$ cat src/rtl/ecc_guard_ram.sv
module ecc_guard_ram #(
  parameter int DATA_W = 32,
  parameter int ADDR_W = 4
) (
  input  logic              clk,
  input  logic              rst_n,
  input  logic              req,
  input  logic              we,
  input  logic [ADDR_W-1:0] addr,
  input  logic [DATA_W-1:0] wr_data,
  input  logic [6:0]        inj_flip,
  output logic [DATA_W-1:0] rd_data,
  output logic              rd_valid,
  output logic              evt_valid,
  output logic [1:0]        evt_class,
  output logic [ADDR_W-1:0] evt_addr,
  output logic              halt_req
);
  function automatic int ham_count(input int dw);
    for (int p = 1; p < 16; p++)
      if ((1 << p) >= dw + p + 1) return p;
    return 16;
  endfunction

  localparam int HAM_W = ham_count(DATA_W);
  localparam int CHK_W = HAM_W + 1;
  localparam int CW_N  = DATA_W + HAM_W;
  localparam int DEPTH = 1 << ADDR_W;
  localparam int WORD_W = DATA_W + CHK_W;

  localparam logic [1:0] CLS_NONE = 2'b00;
  localparam logic [1:0] CLS_COR  = 2'b01;
  localparam logic [1:0] CLS_UNC  = 2'b10;

  function automatic logic [HAM_W-1:0] ham_of(input logic [DATA_W-1:0] d);
    logic [HAM_W-1:0] h;
    int k;
    h = '0;
    k = 0;
    for (int pos = 1; pos <= CW_N; pos++) begin
      if ((pos & (pos - 1)) != 0) begin
        if (d[k]) h = h ^ pos[HAM_W-1:0];
        k++;
      end
    end
    return h;
  endfunction

  function automatic logic [DATA_W-1:0] fix_mask(input logic [HAM_W-1:0] s);
    logic [DATA_W-1:0] m;
    int k;
    m = '0;
    k = 0;
    for (int pos = 1; pos <= CW_N; pos++) begin
      if ((pos & (pos - 1)) != 0) begin
        if (pos == int'(s)) m[k] = 1'b1;
        k++;
      end
    end
    return m;
  endfunction

  logic [WORD_W-1:0] mem [DEPTH];
  logic [WORD_W-1:0] rd_word_q;
  logic [ADDR_W-1:0] rd_addr_q;
  logic              rd_valid_q;
  logic              halt_q;

  logic [HAM_W-1:0]  wr_ham;
  logic [CHK_W-1:0]  wr_chk;
  logic [DATA_W-1:0] st_data;
  logic [CHK_W-1:0]  st_chk;
  logic [HAM_W-1:0]  syn;
  logic              par_odd;
  logic [1:0]        cls;

  assign wr_ham = ham_of(wr_data);
  assign wr_chk = {(^wr_data) ^ (^wr_ham), wr_ham} ^ inj_flip;

  always_ff @(posedge clk) begin
    if (req && we) mem[addr] <= {wr_chk, wr_data};
    if (req && !we) rd_word_q <= mem[addr];
  end

  always_ff @(posedge clk or negedge rst_n) begin
    if (!rst_n) begin
      rd_valid_q <= 1'b0;
      rd_addr_q  <= '0;
    end else begin
      rd_valid_q <= req && !we;
      if (req && !we) rd_addr_q <= addr;
    end
  end

  assign st_data = rd_word_q[DATA_W-1:0];
  assign st_chk  = rd_word_q[WORD_W-1:DATA_W];
  assign syn     = ham_of(st_data) ^ st_chk[HAM_W-1:0];
  assign par_odd = (^st_data) ^ (^st_chk);

  always_comb begin
    if (!rd_valid_q) cls = CLS_NONE;
    else if (!par_odd && syn == '0) cls = CLS_NONE;
    else if (par_odd && int'(syn) <= CW_N) cls = CLS_COR;
    else cls = CLS_UNC;
  end

  always_ff @(posedge clk or negedge rst_n) begin
    if (!rst_n) halt_q <= 1'b0;
    else if (cls == CLS_UNC) halt_q <= 1'b1;
  end

  assign rd_data   = (cls == CLS_COR) ? (st_data ^ fix_mask(syn)) : st_data;
  assign rd_valid  = rd_valid_q;
  assign evt_class = cls;
  assign evt_valid = cls != CLS_NONE;
  assign evt_addr  = rd_addr_q;
  assign halt_req  = halt_q || (cls == CLS_UNC);

  p_evt_class_legal_r6: assert property (@(posedge clk) disable iff (!rst_n)
    evt_valid |-> (evt_class == CLS_COR || evt_class == CLS_UNC));
  p_evt_needs_read_r9: assert property (@(posedge clk) disable iff (!rst_n)
    evt_valid |-> rd_valid);
  p_read_latency_r2: assert property (@(posedge clk) disable iff (!rst_n)
    (req && !we) |=> rd_valid);
  p_write_silent_r9: assert property (@(posedge clk) disable iff (!rst_n)
    (req && we) |=> !rd_valid);
  p_evt_addr_r7: assert property (@(posedge clk) disable iff (!rst_n)
    (req && !we) |=> (evt_addr == $past(addr)));
  p_unc_halts_r8: assert property (@(posedge clk) disable iff (!rst_n)
    (evt_valid && evt_class == CLS_UNC) |-> halt_req);
  p_halt_sticky_r8: assert property (@(posedge clk) disable iff (!rst_n)
    halt_req |=> halt_req);
endmodule

$ cat config.mk
export PLATFORM = sky130hd
export DESIGN_NAME = ecc_guard_ram
export DESIGN_NICKNAME = d
export VERILOG_FILES = /design/src/rtl/ecc_guard_ram.sv
export SDC_FILE = /design/constraint.sdc
export NUM_CORES = 1
export LEC_CHECK = 0
export BUFFER_PORTS_ARGS = -buffer_cell sky130_fd_sc_hd__buf_2
export CORE_AREA = 2 2 248 250
export DETAILED_ROUTE_END_ITERATION = 12
export DIE_AREA = 0 0 250 252
export GPL_ROUTABILITY_DRIVEN = 0
export GPL_TIMING_DRIVEN = 0
export HOLD_SLACK_MARGIN = 0.05
export SYNTH_ARGS = -nofsm -noshare
export SYNTH_HDL_FRONTEND = slang
export SYNTH_SLANG_ARGS = --single-unit
$ cat constraint.sdc
create_clock -name clk -period 2.5 [get_ports clk]
set_input_delay 0 -clock clk [delete_from_list [all_inputs] [get_ports clk]]
set_output_delay 0 -clock clk [all_outputs]
set_load 0.02 [all_outputs]
==> results.md <==
- Detailed placement HPWL: roughly 44 mm
- Synth top area share: around three quarters
- Clock Sink Count: 669
- Post-Layout Inst Area: 33,600 µm²
- Worst hold margin: 0.201 ns
- Worst-margin pin slew: 1.27 ns
- Buf/Inv on CP: 3
- GRT Total Usage: approximately 22%
- Via/cell ratio: 5.80
- Critical Path Sink Type: primary output
- CP Capture Point: rd_data[15]
- Crit Path Class: flop to primary output
- Share of layout cells above drive strength 1: between 40% and 50%
- Final hold vios: 0
- DIE HEIGHT: about 250 µm
- Slew Limit Fails: 0
- Fmax: 0.269 GHz
- Fin nets: 1,515
- Area grow syn2layout: 24.5%
- Max-cap violations: 0
- Finish-stage setup viols: 37
- Synth warnings: 0
- Reg2reg end: halt_q
- Inst Count DP: slightly above 2,000
- Max clock buf depth: 3
- Die Width: 250 µm
- Fin crit share: 148%
- # diodes: 0
- CP delay by family, top: XOR/XNOR gates
- Synth Area in Adders: 0%
- Via count: about 13,000
- Worst-Skew Late Latency: 0.60 ns
- Ys async rst share: 0.897%
- Synth Area in Compound Gates: less than 1%
- Initial antenna violation count: 2
- Largest net degree at the start of global routing: 34
- Maximum net fanout on the critical path: 8
- Yosys top cell by area: edfxtp_1
- Drt wl/cell: between 30 and 40 µm
- WP data arrival: 3.71 ns
- Leak: 0.0110 µW
- Rel. slew slack: 14.9%
- Port buffer count: 83
- Ratio of total power to cell area: 859 nW/µm²
- Drt total wl: ~71 mm
- Clock tree from TritonCTS: done
- First drt pass iteration count: 5
- Simple-Gate Fraction of Synth Area: 1.61%
- Crit-path cells: xnor2_1 > xnor3_2 > xnor2_2 > xnor3_2 > buf_6 > nor3_4 > buf_12 > nand3_4 > xnor2_4 > buf_6
- Final min period: 3.71 ns
- Worst min path class: input port to flop
- Instance count on the critical path: 10
- Count of cell types in the netlist: 36
- CP Launch Point: rd_word_q[2]
- # IOs: 88
- Largest family of logic cells by synthesized area: multiplexers
- Core area: 60,100 µm²
- Clock root buffer: clkbuf_16
- Critical path data required time: 2.50 ns
- Synth top area cells: edfxtp_1 (74%), mux4_2 (16%), xnor2_1 (3.7%), xnor3_1 (1.7%), xor2_1 (0.81%)
- Worst Setup Start Kind: flop
- CTS Buf Count: 70
- Post-synthesis register bit count: 669
- Initial core utilization: 44.8%
- Synth cell count leaders: edfxtp_1 (663), mux4_2 (195), xnor2_1 (113), clkbuf_1 (33)
- Failing checks: setup timing
- EDFF count, synth: about 660
- FF-to-FF setup slack: -0.33 ns
- Setup TNS: -39.32 ns
- Die ar.: 63,000 µm²
- Final routed DRC violation total: 0
- Xor and xnor fraction of the mapped netlist area: approximately 6.5%
- Register area share after synthesis: 74.4%
- R2R cell count: 8
- Ys flop type: edfxtp_1
- Post-Syn Instances: between 1,000 and 1,500
- Worst VDD drop: 614 µV
- Placed inst area: 29,700 µm²
- Most common cell in the netlist: edfxtp_1
- Syn nets: 1,220
- Setup ws final: -1.21 ns
- Congestion Overflow GR: 0
- Setup Skew: 0.0106 ns
- Synthesized area per cell: 23.0 µm²
- RSZ-0062 raised after global routing: true
- First-pass GRT wire length: 98.5 mm
- Num rows: 90
- Largest stage delay on the critical path: 0.54 ns
- 1st-iter DRT viols: 1,366
- Multiplexer share of the synthesized area: 16.5%
- Outcome: finished, violations left
- Slowest CP cell: edfxtp_1
- ANT nets after route: 0
- Vias in the first global route: 13,486
- Fin cells: 2,298
- Mapped Area: 27,000 µm²
- Total power: 28,800 µW
- Worst r2r src: rd_word_q[2]
- Clk slew on worst S/H paths: 0.06 ns
- H-tree depth: 3
## worst register-to-register path: cells and delay by family, from the launching register on
kind,cells,cell delay [ns]
xor+xnor,4,1.50
flops,1,0.54
buf+inv,2,0.30
mux,1,0.25
compound gates,1,0.10
## how the worst min path moves through the flow
stage | from | end | slack (ns) | cells after the start
after global placement | rst_n | halt_q | -0.14 | 1
after floorplan | rst_n | evt_addr[0] | -0.30 | 0
after detailed placement | rst_n | halt_q | -0.13 | 1
final | addr[2] | evt_addr[2] | 0.20 | 2
after CTS | addr[3] | rd_word_q[1] | 0.18 | 2
after global routing | addr[3] | rd_word_q[10] | 0.21 | 2
## where the power goes
group          internal, µW  leakage (µW)  switching, µW
Combinational          2070       0.00381           3040
Sequential            13300       0.00606           88.8
Clock                  6230       0.00110           4160
Total                 21600        0.0110           7280
## state kept, by name (all words and copies together), names as in the netlist
signal	flops
evt_addr	4
halt_q	1
mem	624
rd_valid	1
rd_word_q	39
## cells by family (layout without fill, tap and decap cells)
group / count (synthesis) / after routing
flops: 669 / 669
mux: 200 / 200
xor+xnor: 163 / 163
simple gates: 80 / 84
buf+inv: 54 / 393
compound gates: 7 / 7
## cell usage in the layout (no fill, tap or decap), types with 10 or more instances in the layout
cell | synthesis | final
bufinv_16 | 0 | 10
dlygate4sd3_1 | 0 | 39
nor2_4 | 0 | 14
xnor2_2 | 2 | 33
buf_4 | 0 | 74
clkbuf_1 | 33 | 39
xnor3_1 | 20 | 13
xor2_1 | 25 | 19
nand3_4 | 0 | 17
buf_2 | 1 | 51
edfxtp_1 | 663 | 663
clkbuf_16 | 0 | 71
buf_12 | 0 | 22
clkinv_2 | 0 | 12
xnor2_4 | 0 | 16
mux4_2 | 195 | 195
buf_6 | 0 | 24
xnor2_1 | 113 | 66
## stage by stage
stage	util [%]	setup slack (ns)
final	55.8	-1.21
after global routing	55.8	-1.28
after CTS	55.0	-1.19
after detailed placement	49.4	-1.16
after global placement	48.2	-3.84
after floorplan	-	-0.572
## final cells by class
cell class	count	area, µm²
fill	4527	26600
sequential	669	20100
multi-input combinational	454	7840
timing repair buffer	220	2150
clock buffer	85	1830
tap	782	978
clock inverter	35	430
buffer	49	274
inverter	4	15.0
## layer usage
metal  global-route usage [%]  wire [µm]
met5                        0         13
met2                     36.9      34800
met4                     6.57       1660
met3                     4.13       5070
met1                     31.1      29300
## what timing repair did
action,4_1_cts,5_1_grt
hold buffers,39,0
resized for setup,109,49
pin swaps,29,37
setup buffers,32,33
hold endpoints to repair,554,0
cloned,1,3
setup endpoints to repair,332,151
(Power assumes the default switching activity.)
